$ cat src/rtl/scan_loc_pkg.sv
package scan_loc_pkg;
  typedef enum logic {
    PAT_CHECKER = 1'b0,
    PAT_REVERSE = 1'b1
  } pat_e;

  // Checkerboard leaves 1 in odd elements (element 1 nearest the output).
  function automatic logic expected_bit(pat_e p, logic elem_odd);
    return (p == PAT_CHECKER) ? elem_odd : ~elem_odd;
  endfunction
endpackage

$ cat src/rtl/scan_loc_seq.sv
module scan_loc_seq #(
  parameter int N     = 8,
  parameter int IDX_W = 4
) (
  input  logic             clk,
  input  logic             rst,
  input  logic             start_i,
  input  logic             vld_i,
  output logic             accept_o,
  output logic [IDX_W-1:0] elem_o,
  output logic             last_o
);
  localparam logic [IDX_W-1:0] LAST_ELEM = IDX_W'(N);

  logic             armed_q;
  logic             pass_q;
  logic [IDX_W-1:0] elem_q;

  assign accept_o = vld_i && armed_q && !start_i;
  assign elem_o   = elem_q;
  assign last_o   = accept_o && pass_q && (elem_q == LAST_ELEM);

  always_ff @(posedge clk) begin
    if (rst) begin
      armed_q <= 1'b0;
      pass_q  <= 1'b0;
      elem_q  <= IDX_W'(1);
    end else if (start_i) begin
      armed_q <= 1'b1;
      pass_q  <= 1'b0;
      elem_q  <= IDX_W'(1);
    end else if (accept_o) begin
      if (elem_q == LAST_ELEM) begin
        elem_q <= IDX_W'(1);
        pass_q <= ~pass_q;
        if (pass_q) armed_q <= 1'b0;
      end else begin
        elem_q <= elem_q + 1'b1;
      end
    end
  end

  AST_ELEM_IN_RANGE: assert property (@(posedge clk) disable iff (rst)
    (elem_q >= IDX_W'(1)) && (elem_q <= LAST_ELEM));
  AST_RUN_ENDS: assert property (@(posedge clk) disable iff (rst)
    last_o |=> !armed_q);
  AST_START_RESTARTS: assert property (@(posedge clk) disable iff (rst)
    start_i |=> (armed_q && !pass_q && elem_q == IDX_W'(1)));
endmodule

$ cat src/rtl/scan_loc_cmp.sv
module scan_loc_cmp
  import scan_loc_pkg::*;
#(
  parameter int   N     = 8,
  parameter int   IDX_W = 4,
  parameter pat_e PAT   = PAT_CHECKER
) (
  input  logic             clk,
  input  logic             rst,
  input  logic             clr_i,
  input  logic             hit_i,
  input  pat_e             sel_i,
  input  logic [IDX_W-1:0] elem_i,
  input  logic             dat_i,
  output logic [N-1:0]     mask_o,
  output logic [IDX_W-1:0] idx_o
);
  logic [N-1:0]     mask_q;
  logic [IDX_W-1:0] idx_q;
  logic             take, mism;

  assign take   = hit_i && (sel_i == PAT);
  assign mism   = dat_i != expected_bit(PAT, elem_i[0]);
  assign mask_o = mask_q;
  assign idx_o  = idx_q;

  always_ff @(posedge clk) begin
    if (rst || clr_i) begin
      mask_q <= '0;
      idx_q  <= '0;
    end else if (take && mism) begin
      for (int i = 0; i < N; i++)
        if (elem_i == IDX_W'(i + 1)) mask_q[i] <= 1'b1;
      if (idx_q == '0) idx_q <= elem_i;
    end
  end

  // Independent priority search over the stored mask for the checks below.
  logic [IDX_W-1:0] chk_low;
  always_comb begin
    chk_low = '0;
    for (int i = N - 1; i >= 0; i--)
      if (mask_q[i]) chk_low = IDX_W'(i + 1);
  end

  AST_IDX_IS_LOWEST: assert property (@(posedge clk) disable iff (rst)
    idx_q == chk_low);
  AST_IDX_HOLDS: assert property (@(posedge clk) disable iff (rst)
    (idx_q != '0 && !clr_i) |=> idx_q == $past(idx_q));
  AST_CLR_EMPTIES: assert property (@(posedge clk) disable iff (rst)
    clr_i |=> (mask_q == '0 && idx_q == '0));
endmodule

$ cat src/rtl/scan_fail_locator.sv
module scan_fail_locator
  import scan_loc_pkg::*;
#(
  parameter int N_ELEM = 8,
  parameter int IDX_W  = $clog2(N_ELEM + 1)
) (
  input  logic              clk,
  input  logic              rst,
  input  logic              start_i,
  input  logic              pat_sel_i,
  input  logic              bit_vld_i,
  input  logic              bit_dat_i,
  output logic              done_o,
  output logic              fail_o,
  output logic [IDX_W-1:0]  fail_idx_o,
  output logic [N_ELEM-1:0] mask_ck_o,
  output logic [N_ELEM-1:0] mask_rc_o
);
  localparam int N_PAT = 2;

  logic             accept, last;
  logic [IDX_W-1:0] elem;
  logic             done_q;
  logic [N_ELEM-1:0] mask_arr [N_PAT];
  logic [IDX_W-1:0]  idx_arr  [N_PAT];

  scan_loc_seq #(.N(N_ELEM), .IDX_W(IDX_W)) u_seq (
    .clk      (clk),
    .rst      (rst),
    .start_i  (start_i),
    .vld_i    (bit_vld_i),
    .accept_o (accept),
    .elem_o   (elem),
    .last_o   (last)
  );

  for (genvar p = 0; p < N_PAT; p++) begin : g_pat
    scan_loc_cmp #(.N(N_ELEM), .IDX_W(IDX_W), .PAT(pat_e'(p))) u_cmp (
      .clk    (clk),
      .rst    (rst),
      .clr_i  (start_i),
      .hit_i  (accept),
      .sel_i  (pat_e'(pat_sel_i)),
      .elem_i (elem),
      .dat_i  (bit_dat_i),
      .mask_o (mask_arr[p]),
      .idx_o  (idx_arr[p])
    );
  end

  always_ff @(posedge clk) begin
    if (rst || start_i) done_q <= 1'b0;
    else                done_q <= last;
  end

  always_comb begin
    if (idx_arr[0] == '0)      fail_idx_o = idx_arr[1];
    else if (idx_arr[1] == '0) fail_idx_o = idx_arr[0];
    else if (idx_arr[0] < idx_arr[1]) fail_idx_o = idx_arr[0];
    else                       fail_idx_o = idx_arr[1];
  end

  assign fail_o    = (idx_arr[0] != '0) || (idx_arr[1] != '0);
  assign done_o    = done_q;
  assign mask_ck_o = mask_arr[0];
  assign mask_rc_o = mask_arr[1];

  AST_DONE_PULSE: assert property (@(posedge clk) disable iff (rst)
    done_o |=> !done_o);
  AST_CLEAN_NO_FAIL: assert property (@(posedge clk) disable iff (rst)
    !fail_o |-> (mask_ck_o == '0 && mask_rc_o == '0 && fail_idx_o == '0));
  AST_DONE_HOLDS_RESULT: assert property (@(posedge clk) disable iff (rst)
    (done_o && !start_i) |=> $stable(fail_idx_o) && $stable(mask_ck_o) && $stable(mask_rc_o));
endmodule

$ cat config.mk
export PLATFORM = sky130hd
export DESIGN_NAME = scan_fail_locator
export DESIGN_NICKNAME = d
export VERILOG_FILES = /design/src/rtl/scan_loc_pkg.sv /design/src/rtl/scan_loc_seq.sv /design/src/rtl/scan_loc_cmp.sv /design/src/rtl/scan_fail_locator.sv
export SDC_FILE = /design/constraint.sdc
export NUM_CORES = 1
export LEC_CHECK = 0
export BUFFER_PORTS_ARGS = -buffer_cell sky130_fd_sc_hd__buf_2
export CAP_MARGIN = 20
export CORE_MARGIN = 2
export CORE_UTILIZATION = 49
export CTS_CLUSTER_SIZE = 30
export DETAILED_ROUTE_END_ITERATION = 10
export MAX_ROUTING_LAYER = met4
export PLACE_DENSITY_LB_ADDON = 0.1
export RECOVER_POWER = 100
export SETUP_SLACK_MARGIN = 0.02
export SLEW_MARGIN = 0
export SYNTH_ARGS = -nofsm -noshare
export SYNTH_HDL_FRONTEND = slang
export SYNTH_SLANG_ARGS = --single-unit
$ cat constraint.sdc
create_clock -name clk -period 2.1 [get_ports clk]
set_clock_uncertainty 0.2 [all_clocks]
set_input_delay 0 -clock clk [delete_from_list [all_inputs] [get_ports clk]]
set_output_delay 0 -clock clk [all_outputs]
set_load 0.03 [all_outputs]
=== After elaboration in Yosys (flattened, before gate mapping) ===
Index checks and enable logic that the tools add are counted.

* Word-level logic and storage cells: 84
* Output and inout bits: 22
* Input port bits: 6
* Register bits: 31

* Mux-type cells: 8
* $lt $le $gt $ge: 1
* Add/sub/neg operators: 1
* Reductions and logical operators: 39
* Equality and inequality tests: 10
* Bitwise logic cells: 3

{| class="wikitable"
|+ Operators by type and width
! kind !! count
|-
| AND reduction 2 bit || 19
|-
| equality test 4 x 3 -> 1 bit (second input constant) || 4
|-
| two-way mux 4 bit || 4
|-
| equality test 4 x 2 -> 1 bit (second input constant) || 2
|-
| logical AND 1 bit || 8
|-
| zero test 4 bit || 2
|-
| nonzero test 4 bit || 2
|-
| nonzero test 2 bit || 3
|-
| adder 4 x 1 -> 4 bit (second input constant) || 1
|-
| equality test 4 x 1 -> 1 bit (second input constant) || 1
|-
| equality test 4 bit (second input constant) || 1
|-
| less-than comparator 4 bit || 1
|-
| two-way mux 1 bit || 4
|-
| inverter 1 bit || 3
|-
| AND reduction 3 bit || 1
|-
| logical OR 1 bit || 2
|-
| != test 1 bit || 2
|-
| OR reduction 2 bit || 1
|-
| zero test 1 bit || 1
|}

=== Longest topological paths before layout ===
* Word-level depth: 5
* Depth in mapped cells: 7
* Depth with buffers taken out: 6

=== Cells and area by module ===
Synthesis repeated with hierarchy kept, for this count alone.

* Cell total of the unflattened synthesis: 176
* Area total of the unflattened synthesis: 1526.5 sq um

{| class="wikitable"
|+ By module, submodules not included
! module !! times used !! area each (sq um) !! cells each !! seq. area each (sq um)
|-
| scan_loc_cmp at g_pat[1].u_cmp || 1 || 505.5 || 56 || 240.2
|-
| scan_loc_cmp at g_pat[0].u_cmp || 1 || 479.2 || 55 || 240.2
|-
| scan_loc_seq || 1 || 330.3 || 39 || 120.1
|-
| scan_fail_locator || 1 || 211.5 || 26 || 20.0
|}

=== Worst setup path after synthesis ===
No wires, ideal clock.

* Path kind: register -> output
* From: register g_pat[1].u_cmp.idx_q[2]
* To: output port fail_idx_o[0]
* Path buffers: 0
* Slack: 0.228 ns
* Cell stages (with the launch flop): 7
* Data arrival time: 1.672 ns
* Required time: 1.900 ns
* Cell sequence: dfxtp_1 inv_1 ha_1 o211ai_1 o21a_1 or2_1 a221o_1

* Word-level cells in the longest chain between the ends: 4
* Elaborated cells on any way between the ends: 5
* Those cells by class: order compare (1); mux (3); reduce/logical (1)

{| class="wikitable"
|+ RTL lines
! item !! line !! source
|-
| from (decl) || scan_loc_cmp.sv:19 || <nowiki>logic [IDX_W-1:0] idx_q;</nowiki>
|-
| from (signal assigned) || scan_loc_cmp.sv:34 || <nowiki>if (idx_q == '0) idx_q <= elem_i;</nowiki>
|-
| less-than comparator 4 bit || scan_fail_locator.sv:59 || <nowiki>else if (idx_arr[0] < idx_arr[1]) fail_idx_o = idx_arr[0];</nowiki>
|-
| two-way mux 4 bit || scan_fail_locator.sv:59 ||
|-
| two-way mux 4 bit * || scan_fail_locator.sv:58 || <nowiki>else if (idx_arr[1] == '0) fail_idx_o = idx_arr[0];</nowiki>
|-
| two-way mux 4 bit * || scan_fail_locator.sv:57 || <nowiki>if (idx_arr[0] == '0) fail_idx_o = idx_arr[1];</nowiki>
|-
| to (decl) || scan_fail_locator.sv:15 || <nowiki>output logic [IDX_W-1:0] fail_idx_o,</nowiki>
|}

Every way passes the cells marked *; elsewhere a longest branch is shown, timed or not.

=== Worst setup path after layout ===
Ends and elaborated chain as after synthesis.

==> results.toml <==
[logic_synthesis]
netlist_instances = 160
synthAdderAreaFrac_pct = 6.440
synth_cell_types = 34
avgSynthCellArea_um2 = 8.500
ys_ff_latch = 31
synth_top_family_by_area = "simple AND/OR/NAND/NOR gates"
syn_nets = 173
synth-seq-area-share_pct = 45.63
synthXorXnorAreaFrac_pct = 1.288
netlist_area_um2 = 1360
synth-simple-area-share_pct = 25.30
yosys_warnings = 0
synth_mux_area_share_pct = 0.8280
synth-compound-area-share_pct = 17.11

[worst_hold_path]
hp-class = "in -> reg"

[flow_run]
cap_violations = 0

[timing]
slew_headroom_pct = 41.43
hold_violations = 0
worstMarginPinSlew_ns = 0.8786
setup_viol = 3
rsz0062_at_grt = "true"
period_needed_ns = 2.237
timing.final.crit_share_pct = 106.5
fmax_ghz = 0.4471
finalHoldWorstSlack_ns = 0.005846
setup_slack_ns = -0.1367
slew_violations = 0

[clock_tree]
clock_latency_ns = 0.33
htree_num_levels = 2
cts.sinks = 31
clockBufferDepth = 2
path_clk_slew_ns = 0.10
cts_buffers = 5
cts-root-buf = "clkbuf_4"
cts_tree = "yes"

[critical_path]
crit_required_ns = 1.90
crit_path_max_incr_delay_ns = 0.35
worstPathArrival_ns = 2.04
cp_max_fo = 3
cp-end-kind = "output port"
cp_num_buf_inv = 2
critical_path_class = "reg -> out"
crit_family = "compound AO/OA/AOI/OAI gates"
timing.critical_path.slowest_stage_cell = "dfxtp_2"
start_kind = "register"
path_cells = "inv_2 -> ha_1 -> o211ai_1 -> o21a_1 -> or2_4 -> a221o_1 -> buf_6"

[global_routing]
overflow = 0
grt_pass1_wl_um = 5202
grt_pass1_vias = 1168
grt_usage_pct = 22.17
antenna_found_initial = 0
grt_max_degree = 17

[floorplanning]
coreArea_um2 = 2686
initial_core_util_pct = 50.63
ios = 28
die_area_um2 = 3213
die_h_um = 56.69
row_count = 19
dieWidth_um = 56.69

[finish]
num-nets-final = 217
n_antenna_cell = 0
final_cell_mix = "nand2_1, dfxtp_1, clkbuf_1, o21ai_0, nor2_1"
syn2layout_area_growth_pct = 29.90
layout-drive-gt1-share_pct = 24.88
final_common_cell = "nand2_1"

[routing]
highest_layer = "met4"
vias_per_cell = 5.411
routedWlPerCell_um = 13.82
drc = 0
vias = 1277
met2_length_um = 1516
routed-wl-met3_um = 185
drt_iter0_markers = 38
detail-route-antenna-nets = 0
drt_wl_total_um = 3262
wl_met1_um = 1483
firstDrtPassIters = 4

[outcome]
status = "complete, but fails checks"
violations = "setup timing"

[placement]
gp_congestion = 0.7727
port_buffers = 27
dp_hpwl_um = 2079

[power]
power.density_nw_per_um2 = 593.5
finalPower_mw = 1.049
ir_drop_mv = 0.6651
power_leakage_nw = 0.6668
report_power, final:
part	total, mW	switching (mW)	internal, mW
Clock	0.404	0.208	0.195
Sequential	0.591	0.00369	0.588
Combinational	0.0535	0.0323	0.0213
Total	1.05	0.244	0.805
through the flow:
step	setup TNS, ns	std cells	utilization, %	instance area, µm²	worst slack, ns
2_1_floorplan	0	160	-	1360	0.2282
3_3_place_gp	0	215	56.92	1529	0.1423
3_5_place_dp	0	215	56.92	1529	0.09001
4_1_cts	-0.1282	233	65.63	1763	-0.1054
5_1_grt	-0.4097	236	65.77	1767	-0.1981
6_report	-0.2583	236	65.77	1767	-0.1367
state kept, by name, summed over array words and instances (netlist names):
name,cells
done_o,1
u_seq.pass_q,1
u_seq.armed_q,1
g_pat.u_cmp.idx_o,8
u_seq.elem_o,4
g_pat.u_cmp.mask_o,16
cells by family after synthesis:
logic type | count (synthesis)
mux | 1
compound gates | 41
xor+xnor | 2
flops | 31
buf+inv | 11
fa+ha+maj | 7
simple gates | 67
Yosys cell counts (all sizes together):
library cell	n	area [µm²]
buf	1	7.510
nor4	2	27.53
mux2	1	11.26
nor3	4	30.03
a31oi	6	37.54
or4	1	11.26
nand3b	1	7.510
nor3b	1	7.510
xnor2	1	8.760
nand2b	1	6.260
inv	5	18.77
and2	1	7.510
nand2	29	108.9
xor2	1	8.760
or2	2	12.51
o211ai	1	7.510
a221o	1	10.01
and3b	2	17.52
nor2	13	48.80
o21a	1	7.510
a21oi	13	65.06
clkbuf	5	20.01
o22a	2	20.02
and3	1	6.260
or3	2	17.52
dfxtp	31	620.6
o21ai	17	85.08
nand3	7	35.03
ha	7	87.58
worst min-delay path, cell delays in order:
cell     delay [ns]
buf_2          0.08
xnor2_1        0.09
nand3_1        0.24
o21ai_1        0.08
timing repair:
item,4_1_cts,5_1_grt
resized for setup,25,4
setup endpoints to repair,4,4
setup buffers,6,3
pin swaps,8,6
endpoints found under the hold margin,27,0
hold buffers,4,0
per-layer routing:
layer / vias to the layer above / global-route usage (%)
met2: 41 / 33.72
met1: 582 / 25.76
met5: - / -
met3: 7 / 6.682
met4: 0 / 12.93
li1: 647 / -
worst paths after layout:
kind	startpoint	end	slack, ns	cells past startpoint
setup / recovery	g_pat[1].u_cmp.idx_o[2]	fail_idx_o[0]	-0.14	7
hold / removal	bit_dat_i	g_pat[1].u_cmp.mask_o[0]	0.006	4
setup reg to reg	u_seq.elem_o[0]	g_pat[0].u_cmp.idx_o[2]	0.23	5
hold reg to reg	g_pat[1].u_cmp.mask_o[0]	g_pat[1].u_cmp.mask_o[0]	0.25	2
final cells by class:
| cell class | instances | area, µm² |
|---|---|---|
| fill | 234 | 919.6 |
| clock buffer | 7 | 65.06 |
| timing repair buffer | 43 | 264.0 |
| clock inverter | 1 | 7.507 |
| tap | 31 | 38.79 |
| sequential | 31 | 633.1 |
| multi-input combinational | 118 | 737.0 |
| inverter | 5 | 21.27 |
(Power assumes the default switching activity.)
